## src/rtl/nvx_pkg.sv

```systemverilog
package nvx_pkg;

   typedef enum logic [1:0] {
      XF_IDLE  = 2'd0,
      XF_STORE = 2'd1,
      XF_CLEAR = 2'd2,
      XF_COPY  = 2'd3
   } xf_state_e;

   localparam int unsigned NUM_KEYS = 5;

endpackage

```

## src/rtl/nvx_key_seq.sv

```systemverilog
module nvx_key_seq
   import nvx_pkg::*;
#(
   parameter int unsigned ADDR_W      = 8,
   parameter int unsigned K0          = 'h0E,
   parameter int unsigned K1          = 'hB1,
   parameter int unsigned K2          = 'h4D,
   parameter int unsigned K3          = 'h72,
   parameter int unsigned K4          = 'hE9,
   parameter int unsigned STORE_TAIL  = 'h3C,
   parameter int unsigned RECALL_TAIL = 'hC3
) (
   input  logic              clk,
   input  logic              rst_n,
   input  logic              acc_rd,
   input  logic              acc_wr,
   input  logic              hold,
   input  logic [ADDR_W-1:0] addr,
   output logic              sw_store,
   output logic              sw_recall,
   output logic [2:0]        step
);

   localparam logic [NUM_KEYS-1:0][ADDR_W-1:0] KEYS = {
      ADDR_W'(K4), ADDR_W'(K3), ADDR_W'(K2), ADDR_W'(K1), ADDR_W'(K0)
   };

   if (STORE_TAIL == RECALL_TAIL) begin : g_bad_tail
      $error("store and recall tail addresses must differ");
   end

   logic [NUM_KEYS-1:0] hit;
   logic [2:0]          step_q, step_d;
   logic                step_hit, at_tail, is_st, is_rc;

   for (genvar gi = 0; gi < NUM_KEYS; gi++) begin : g_hit
      assign hit[gi] = (addr == KEYS[gi]);
   end

   always_comb begin
      step_hit = 1'b0;
      for (int i = 0; i < NUM_KEYS; i++) begin
         if (step_q == 3'(i)) step_hit = hit[i];
      end
   end

   assign at_tail   = (step_q == 3'(NUM_KEYS));
   assign is_st     = (addr == ADDR_W'(STORE_TAIL));
   assign is_rc     = (addr == ADDR_W'(RECALL_TAIL));
   assign sw_store  = acc_rd & ~hold & at_tail & is_st;
   assign sw_recall = acc_rd & ~hold & at_tail & is_rc;

   always_comb begin
      step_d = step_q;
      if (hold || acc_wr) begin
         step_d = 3'd0;
      end else if (acc_rd) begin
         if (!at_tail && step_hit)      step_d = step_q + 3'd1;
         else if (at_tail && (is_st || is_rc)) step_d = 3'd0;
         else                           step_d = hit[0] ? 3'd1 : 3'd0;
      end
   end

   always_ff @(posedge clk or negedge rst_n) begin
      if (!rst_n) step_q <= 3'd0;
      else        step_q <= step_d;
   end

   assign step = step_q;

endmodule

```

## src/rtl/nvx_xfer_fsm.sv

```systemverilog
module nvx_xfer_fsm
   import nvx_pkg::*;
#(
   parameter int unsigned ADDR_W = 8
) (
   input  logic              clk,
   input  logic              rst_n,
   input  logic              req_store,
   input  logic              req_recall,
   input  logic              pd_evt,
   output xf_state_e         state,
   output logic [ADDR_W-1:0] cnt,
   output logic              done
);

   localparam logic [ADDR_W-1:0] LAST = '1;

   xf_state_e state_q;
   logic      pend_q;
   logic      at_last;

   assign at_last = (cnt == LAST);

   always_ff @(posedge clk or negedge rst_n) begin
      if (!rst_n) begin
         state_q <= XF_IDLE;
         cnt     <= '0;
         pend_q  <= 1'b0;
         done    <= 1'b0;
      end else begin
         done <= 1'b0;
         unique case (state_q)
            XF_IDLE: begin
               cnt    <= '0;
               pend_q <= 1'b0;
               if (req_store)       state_q <= XF_STORE;
               else if (req_recall) state_q <= XF_CLEAR;
            end
            XF_STORE: begin
               cnt <= cnt + 1'b1;
               if (at_last) begin
                  state_q <= XF_IDLE;
                  done    <= 1'b1;
               end
            end
            XF_CLEAR: begin
               cnt <= cnt + 1'b1;
               if (pd_evt)  pend_q  <= 1'b1;
               if (at_last) state_q <= XF_COPY;
            end
            XF_COPY: begin
               cnt <= cnt + 1'b1;
               if (pd_evt) pend_q <= 1'b1;
               if (at_last) begin
                  if (pend_q || pd_evt) begin
                     state_q <= XF_STORE;
                     pend_q  <= 1'b0;
                  end else begin
                     state_q <= XF_IDLE;
                     done    <= 1'b1;
                  end
               end
            end
            default: state_q <= XF_IDLE;
         endcase
      end
   end

   assign state = state_q;

endmodule

```

## src/rtl/nvx_twin_array.sv

```systemverilog
module nvx_twin_array #(
   parameter int unsigned ADDR_W = 8,
   parameter int unsigned DATA_W = 8
) (
   input  logic              clk,
   input  logic              w_we,
   input  logic [ADDR_W-1:0] w_addr,
   input  logic [DATA_W-1:0] w_din,
   output logic [DATA_W-1:0] w_dout,
   input  logic              s_we,
   input  logic [ADDR_W-1:0] s_addr,
   input  logic [DATA_W-1:0] s_din,
   output logic [DATA_W-1:0] s_dout
);

   localparam int unsigned DEPTH = 1 << ADDR_W;

   logic [DATA_W-1:0] work_mem   [DEPTH];
   logic [DATA_W-1:0] shadow_mem [DEPTH];

   always_ff @(posedge clk) begin
      if (w_we) work_mem[w_addr] <= w_din;
   end

   always_ff @(posedge clk) begin
      if (s_we) shadow_mem[s_addr] <= s_din;
   end

   assign w_dout = work_mem[w_addr];
   assign s_dout = shadow_mem[s_addr];

endmodule

```

## src/rtl/nvram_xfer_ctrl.sv

```systemverilog
module nvram_xfer_ctrl
   import nvx_pkg::*;
#(
   parameter int unsigned ADDR_W      = 8,
   parameter int unsigned DATA_W      = 8,
   parameter int unsigned K0          = 'h0E,
   parameter int unsigned K1          = 'hB1,
   parameter int unsigned K2          = 'h4D,
   parameter int unsigned K3          = 'h72,
   parameter int unsigned K4          = 'hE9,
   parameter int unsigned STORE_TAIL  = 'h3C,
   parameter int unsigned RECALL_TAIL = 'hC3
) (
   input  logic              clk,
   input  logic              rst_n,
   input  logic              pwr_good,
   input  logic              cen_n,
   input  logic              oen_n,
   input  logic              wen_n,
   input  logic [ADDR_W-1:0] addr,
   input  logic [DATA_W-1:0] wdata,
   output logic [DATA_W-1:0] rdata,
   output logic              rdata_en,
   input  logic              sb_line_in,
   output logic              sb_pull_en,
   output logic              sb_out_lvl,
   output logic              xfer_done
);

   localparam int unsigned DEPTH = 1 << ADDR_W;

   if (ADDR_W < 4 || ADDR_W > 15) begin : g_bad_aw
      $error("ADDR_W must be in 4..15");
   end
   if (DATA_W < 1) begin : g_bad_dw
      $error("DATA_W must be at least 1");
   end
   if (K0 >= DEPTH || K1 >= DEPTH || K2 >= DEPTH || K3 >= DEPTH || K4 >= DEPTH
       || STORE_TAIL >= DEPTH || RECALL_TAIL >= DEPTH) begin : g_bad_key
      $error("keyed addresses must lie inside the array");
   end

   xf_state_e         xf_state;
   logic [ADDR_W-1:0] xf_cnt;
   logic              xf_idle, acc_rd, acc_wr, port_we;
   logic              pwr_q, sb_q, pd_evt, pu_evt, sb_fall;
   logic              sw_store, sw_recall;
   logic [2:0]        seq_step;
   logic              work_we, shadow_we;
   logic [ADDR_W-1:0] work_addr;
   logic [DATA_W-1:0] work_din, work_dout, shadow_dout;
   logic [DATA_W-1:0] rdata_q;
   logic              rd_en_q;

   assign xf_idle = (xf_state == XF_IDLE);
   assign acc_rd  = ~cen_n & wen_n;
   assign acc_wr  = ~cen_n & ~wen_n;
   assign port_we = acc_wr & xf_idle;

   always_ff @(posedge clk or negedge rst_n) begin
      if (!rst_n) begin
         pwr_q <= 1'b0;
         sb_q  <= 1'b1;
      end else begin
         pwr_q <= pwr_good;
         sb_q  <= sb_line_in;
      end
   end

   assign pd_evt  = pwr_q & ~pwr_good;
   assign pu_evt  = ~pwr_q & pwr_good;
   assign sb_fall = sb_q & ~sb_line_in;

   nvx_key_seq #(
      .ADDR_W(ADDR_W), .K0(K0), .K1(K1), .K2(K2), .K3(K3), .K4(K4),
      .STORE_TAIL(STORE_TAIL), .RECALL_TAIL(RECALL_TAIL)
   ) u_seq (
      .clk      (clk),
      .rst_n    (rst_n),
      .acc_rd   (acc_rd),
      .acc_wr   (acc_wr),
      .hold     (~xf_idle),
      .addr     (addr),
      .sw_store (sw_store),
      .sw_recall(sw_recall),
      .step     (seq_step)
   );

   nvx_xfer_fsm #(.ADDR_W(ADDR_W)) u_fsm (
      .clk       (clk),
      .rst_n     (rst_n),
      .req_store (pd_evt | sb_fall | sw_store),
      .req_recall(pu_evt | sw_recall),
      .pd_evt    (pd_evt),
      .state     (xf_state),
      .cnt       (xf_cnt),
      .done      (xfer_done)
   );

   assign work_we   = port_we | (xf_state == XF_CLEAR) | (xf_state == XF_COPY);
   assign work_addr = xf_idle ? addr : xf_cnt;
   assign shadow_we = (xf_state == XF_STORE);

   always_comb begin
      unique case (xf_state)
         XF_COPY:  work_din = shadow_dout;
         XF_CLEAR: work_din = '0;
         default:  work_din = wdata;
      endcase
   end

   nvx_twin_array #(.ADDR_W(ADDR_W), .DATA_W(DATA_W)) u_mem (
      .clk   (clk),
      .w_we  (work_we),
      .w_addr(work_addr),
      .w_din (work_din),
      .w_dout(work_dout),
      .s_we  (shadow_we),
      .s_addr(xf_cnt),
      .s_din (work_dout),
      .s_dout(shadow_dout)
   );

   always_ff @(posedge clk or negedge rst_n) begin
      if (!rst_n) begin
         rdata_q <= '0;
         rd_en_q <= 1'b0;
      end else begin
         rd_en_q <= acc_rd & xf_idle & ~oen_n;
         if (acc_rd && xf_idle) rdata_q <= work_dout;
      end
   end

   assign rdata      = rdata_q;
   assign rdata_en   = rd_en_q;
   assign sb_pull_en = ~xf_idle;
   assign sb_out_lvl = 1'b0;

endmodule

```

## config.mk

```make
export PLATFORM = sky130hd
export DESIGN_NAME = nvram_xfer_ctrl
export DESIGN_NICKNAME = d
export VERILOG_FILES = /design/src/rtl/nvx_pkg.sv /design/src/rtl/nvx_key_seq.sv /design/src/rtl/nvx_xfer_fsm.sv /design/src/rtl/nvx_twin_array.sv /design/src/rtl/nvram_xfer_ctrl.sv
export SDC_FILE = /design/constraint.sdc
export NUM_CORES = 2
export LEC_CHECK = 0
export BUFFER_PORTS_ARGS = -buffer_cell sky130_fd_sc_hd__buf_2
export CORE_MARGIN = 2
export CORE_UTILIZATION = 60
export CTS_CLUSTER_DIAMETER = 100
export DETAILED_ROUTE_END_ITERATION = 8
export PLACE_DENSITY_LB_ADDON = 0.1
export SETUP_SLACK_MARGIN = 0.02
export SLEW_MARGIN = 20
export SYNTH_ARGS = -nofsm -noshare
export SYNTH_HDL_FRONTEND = slang
export SYNTH_HIERARCHICAL = 1
export SYNTH_SLANG_ARGS = --single-unit
```

## constraint.sdc

```tcl
create_clock -name clk -period 10.15 [get_ports clk]
set_input_delay 0.5075 -clock clk [delete_from_list [all_inputs] [get_ports clk]]
set_output_delay 0.5075 -clock clk [all_outputs]
set_load 0.005 [all_outputs]
```

After elaboration in Yosys (flattened, before gate mapping)
Memory sizes are Yosys's and may differ from the RTL's.
Cells that the tools add are included.

word-level totals
  bits in latches = 0
  logic and storage cells = 101
  memories kept = 2
  input port bits = 23
  RAM bits = 4,096
  ROM bits = 0
  output and inout bits = 12
  register bits = 26

memory list
  memory            words  bits a word  read ports  clocked after memory_dff  wr ports  RTL line              source
  u_mem.shadow_mem  256    8            1           0                         1         nvx_twin_array.sv:19  logic [DATA_W-1:0] shadow_mem [DEPTH];
  u_mem.work_mem    256    8            1           0                         1         nvx_twin_array.sv:18  logic [DATA_W-1:0] work_mem [DEPTH];

operators by class
  add/subtract/negate cells = 2
  magnitude comparators = 0
  $mul = 0
  bitwise operators = 23
  muxes and demuxes = 32
  shift operators = 0
  div/mod/pow operators = 0
  reduce and logical (&&, ||, !) cells = 13
  eq/ne operators = 20

operators by type and width
  operator                                        number
  == test 8 bit (second input constant)           4
  one-hot mux 8 bit (2 select lines)              2
  two-way mux 1 bit                               17
  == test 8 x 7 -> 1 bit (second input constant)  2
  two-way mux 3 bit                               4
  AND 1 bit                                       11
  two-way mux 2 bit                               5
  adder 8 x 1 -> 8 bit (second input constant)    1
  == test 8 x 4 -> 1 bit (second input constant)  1
  == test 8 x 6 -> 1 bit (second input constant)  1
  two-way mux 8 bit                               1
  one-hot mux 2 bit (4 select lines)              1
  NOT 1 bit                                       7
  == test 3 x 2 -> 1 bit (second input constant)  2
  == test 3 bit (second input constant)           2
  != test 2 x 1 -> 1 bit (second input constant)  3
  OR 1 bit                                        5
  == test 2 bit (second input constant)           2
  AND reduction 4 bit                             1
  adder 3 x 1 -> 3 bit (second input constant)    1
  == test 3 x 1 -> 1 bit (second input constant)  1
  logical AND 1 bit                               3
  zero test 3 bit                                 1
  logical OR 1 bit                                3
  other kinds (9)                                 9

Logic depth before layout (Yosys ltp)
  word-level depth = 10
  gate-level depth with buffers = 12
  gate-level depth less buffers = 9

Cells and area by module
Netlist, hierarchy kept.

modules (own cells, without submodules)
  module           sequential area each (um^2)  times used  cells an instance  area an instance (um^2)
  nvx_twin_array   122,998.0                    1           7,062              156,620.2
  nvram_xfer_ctrl  276.5                        1           53                 646.9
  nvx_xfer_fsm     300.3                        1           54                 544.3
  nvx_key_seq      75.1                         1           52                 441.7

Worst setup path before layout
OpenSTA, ideal clock, no wires.

  path type = register -> register
  from = register u_fsm.state_q[1] (netlist: u_fsm/state[1])
  to = register rdata_q[1] (netlist: rdata[1])
  setup time = 177 ps
  arrival time = 8,449 ps
  path slack = 1,524 ps
  clock period less this slack = 8,626 ps
  cell stages (with the launch flop) = 13
  required time = 9,973 ps
  cell sequence = dfrtp_1 -> nor2_2 -> mux2_2 -> clkbuf_1 -> buf_2 -> buf_2 -> clkbuf_1 -> mux4_2 -> a22oi_1 -> a21oi_1 -> o41ai_1 -> nand4_1 -> mux2_2

on the way
  word-level cells in the longest chain between the ends = 3

RTL lines
  what                       RTL line                source
  start, declared            nvx_xfer_fsm.sv:18      xf_state_e state_q;
  start signal, assigned     nvx_xfer_fsm.sv:26      state_q <= XF_IDLE;
  start signal, assigned     nvx_xfer_fsm.sv:36      if (req_store) state_q <= XF_STORE;
  start signal, assigned     nvx_xfer_fsm.sv:37      else if (req_recall) state_q <= XF_CLEAR;
  zero test 2 bit            nvram_xfer_ctrl.sv:55   assign xf_idle = (xf_state == XF_IDLE);
  two-way mux 8 bit          nvram_xfer_ctrl.sv:101  assign work_addr = xf_idle ? addr : xf_cnt;
  named net work_addr[1]     nvram_xfer_ctrl.sv:50   logic [ADDR_W-1:0] work_addr;
  memory read (256 x 8 bit)  --
  named net work_dout[1]     nvram_xfer_ctrl.sv:51   logic [DATA_W-1:0] work_din, work_dout, shadow_dout;
  end signal, assigned       nvram_xfer_ctrl.sv:130  if (acc_rd && xf_idle) rdata_q <= work_dout;
  end, declared              nvram_xfer_ctrl.sv:52   logic [DATA_W-1:0] rdata_q;

The timed path passes the listed nets, and every way through them passes these cells.
A chain may end at the register's enable or synchronous reset.

Worst setup path in the final report
  from = register u_fsm.state_q[0] (netlist: u_fsm/state[0])
  to = register rdata_q[7] (netlist: rdata[7])

The elaborated chain is that of the path after synthesis.

==> flow_metrics.env <==
export IMPL_status="finished clean"
export IMPL_fmax_mhz=140
export IMPL_worstPathMaxFanout=196
export IMPL_finalHoldViolations=0
export IMPL_cts_made_buffers=409
export IMPL_fin_util=0.670
export IMPL_p_leak_nw=54.0
export IMPL_drc=0
export IMPL_final_common_cell="edfxtp_1"
export IMPL_clock_sinks=4122
export IMPL_io_pins=35
export IMPL_grt_setup_unrepaired="false"
export IMPL_drt_wirelength_per_cell_um=33.0
export IMPL_drt_iter0_drc=10400
export IMPL_skew_ns=0.0419
export IMPL_seq_area_frac_synth=0.781
export IMPL_final_cell_area_sq_um=176000
export IMPL_num_vias=76500
export IMPL_clockBufferDepth=4
export IMPL_root_buffer="clkbuf_16"
export IMPL_fp_dieArea_sq_um=268000
export IMPL_routed_wl_um=372000
export IMPL_syn_inst=7221
export IMPL_irDropWorstVdd_uv=162
export IMPL_viasPerCell=6.80
export IMPL_synth_main_ff_cell="edfxtp_1"
export IMPL_port_buffers=33
export IMPL_drt_first_pass_iters=8
export IMPL_hold_path_class="input pin to flop"
export IMPL_ys_types=58
export IMPL_cts_resized_gates=0
export IMPL_layout_common_cells="edfxtp_1 (4096), mux4_2 (1024), a22oi_1 (512)"
export IMPL_synth_edf_count=4096
export IMPL_fin_tns_setup_ns=0
export IMPL_relSlewSlack=0.124
export IMPL_ys_async_sr_fraction=0.00631
export IMPL_antenna_found_initial=23
export IMPL_required_ns=10.91
export IMPL_dpl_cell_area_sq_um=163000
export IMPL_ys_ff_latch=4122
export IMPL_fin_nets=7422
export IMPL_tritoncts="done"
export IMPL_layout_drive_gt1_share=0.246
export IMPL_worst_slew_pin_slew_ns=1.31
export IMPL_fin_hold_ws_ns=0.197
export IMPL_setup_violations=0
export IMPL_syn_to_final_growth_pct=11.1
export IMPL_layoutNonFillerInstCount=11200
export IMPL_dp_cells=10500
export IMPL_clk_pin_slew_ns=0.06
export IMPL_grt_pass1_wl_um=539000
export IMPL_cts_hold_buf=4
export IMPL_ys_warn_count=6
export IMPL_endpoint_kind="flop"
export IMPL_syn_area_per_cell_sq_um=21.9
export IMPL_fin_crit_ns=7.15
export IMPL_initial_core_util=0.603
export IMPL_grt_pass1_vias=76400
export IMPL_post_dp_hpwl_um=212000
export IMPL_track_usage=0.277
export IMPL_coreArea_sq_um=262000
export IMPL_crit_type="flop to flop"
export IMPL_cellPowerDensity_nw_per_um2=190
export IMPL_syn_area_sq_um=158000
export IMPL_die_w_um=518
export IMPL_dieHeight_um=518
export IMPL_row_count=188
export IMPL_clock_latency_ns=0.91
export IMPL_arrival_ns=7.91
export IMPL_gp_congestion=0.843
export IMPL_finalCritPeriodShare=0.705
export IMPL_cp_start_kind="flop"
export IMPL_cap_violations=0
export IMPL_slew_viol_final=0
export IMPL_postCtsSetupBuffers=0
export IMPL_htreeDepth=5
export IMPL_overflow=0
export IMPL_grt_max_degree=211
export IMPL_syn_nets=7250
export IMPL_ant_nets=0
[final timing paths]
check / slack [ns] / startpoint / end / cells past startpoint
worst max-delay path: 3.00 / u_fsm/state[0]$_DFFE_PN0P_ / rdata[7]$_DFFE_PN0P_ / 12
worst min-delay path: 0.20 / cen_n / rdata[2]$_DFFE_PN0P_ / 3
worst max register to register: 3.00 / u_fsm/state[0]$_DFFE_PN0P_ / rdata[7]$_DFFE_PN0P_ / 12
worst min register to register: 0.51 / rdata[2]$_DFFE_PN0P_ / rdata[2]$_DFFE_PN0P_ / 1
max in group asynchronous: 9.11 / rst_n / u_fsm/cnt[1]$_DFF_PN0_ / 2
min in group asynchronous: 0.30 / rst_n / u_fsm/done$_DFF_PN0_ / 2
[cell type report]
cell class	count	area, sq um
inverter	12	45.0
clock buffer	508	10800
antenna	13	32.5
multi-input combinational	2624	32800
clock inverter	231	2080
tap	3515	4400
sequential	4122	124000
fill	16400	86500
timing repair buffer	224	1980
[metrics by stage]
stage	setup WS (ns)	total power [mW]
after CTS	3.33	33.6
after global placement	2.99	19.1
after floorplan	1.52	19.0
after detailed placement	3.37	19.1
final	3.00	33.4
after global routing	2.81	34.3
[logic make-up (layout without fill, tap and decap cells)]
group,Yosys count,count (layout),synth area share
flops,4122,4122,0.781
other cells,1,14,0.0000237
buf+inv,475,975,0.0142
compound gates,865,865,0.0375
fa+ha+maj,6,6,0.000474
mux,1040,1040,0.147
xor+xnor,3,3,0.000166
simple gates,709,709,0.0194
[synthesized netlist by cell type (5+ instances only)]
| cell | count | area, sq um |
|---|---|---|
| nor2_1 | 490 | 1840 |
| dfrtp_1 | 25 | 626 |
| mux2_2 | 16 | 180 |
| o41ai_1 | 62 | 543 |
| or2_2 | 5 | 31.3 |
| nand4_1 | 26 | 163 |
| nor3_1 | 47 | 235 |
| mux4_2 | 1024 | 23100 |
| buf_1 | 67 | 251 |
| nand3_1 | 22 | 110 |
| buf_6 | 36 | 405 |
| nand2b_1 | 10 | 62.6 |
| a21oi_1 | 261 | 1310 |
| clkbuf_1 | 264 | 991 |
| edfxtp_1 | 4096 | 123000 |
| buf_2 | 65 | 325 |
| a22oi_1 | 512 | 3840 |
| o21ai_0 | 9 | 45.0 |
| buf_4 | 29 | 218 |
| and2_1 | 6 | 37.5 |
| nand2_1 | 51 | 191 |
| or3_1 | 8 | 50.1 |
| inv_1 | 11 | 41.3 |
| ha_1 | 6 | 75.1 |
| nor2b_1 | 20 | 125 |
| a22o_1 | 8 | 70.1 |
[layer usage]
layer	share of wire	wire length, um	track usage	vias up
li1	-	-	-	31000
met1	0.40	148000	0.418	40900
met2	0.47	176000	0.419	3943
met3	0.10	37600	0.0574	586
met4	0.026	9490	0.0758	4
met5	0.00060	223	0.00551	-
[worst max-delay path: stages (launching register included)]
cell	delay, ns
dfrtp_1	0.54
nor2_2	0.50
mux2_8	0.72
buf_4	0.57
buf_4	0.53
mux4_2	0.56
a22oi_1	0.27
a21oi_1	0.21
o41ai_2	0.96
nand4_1	0.39
buf_4	0.42
buf_12	0.28
mux2_2	0.57
[flip-flops by register name (all words and copies together) (netlist names), 2 cells and up]
signal and count:
u_mem/shadow_mem 2048, u_mem/work_mem 2048, u_fsm/cnt 8, rdata 8, u_seq/step 3, u_fsm/state 2
[where the power goes]
part	switching, mW	internal (mW)
sequential	0.000353	18.6
combinational	0.148	0.0166
clock	6.18	8.48
No activity file was read; power rests on OpenSTA's default activity.
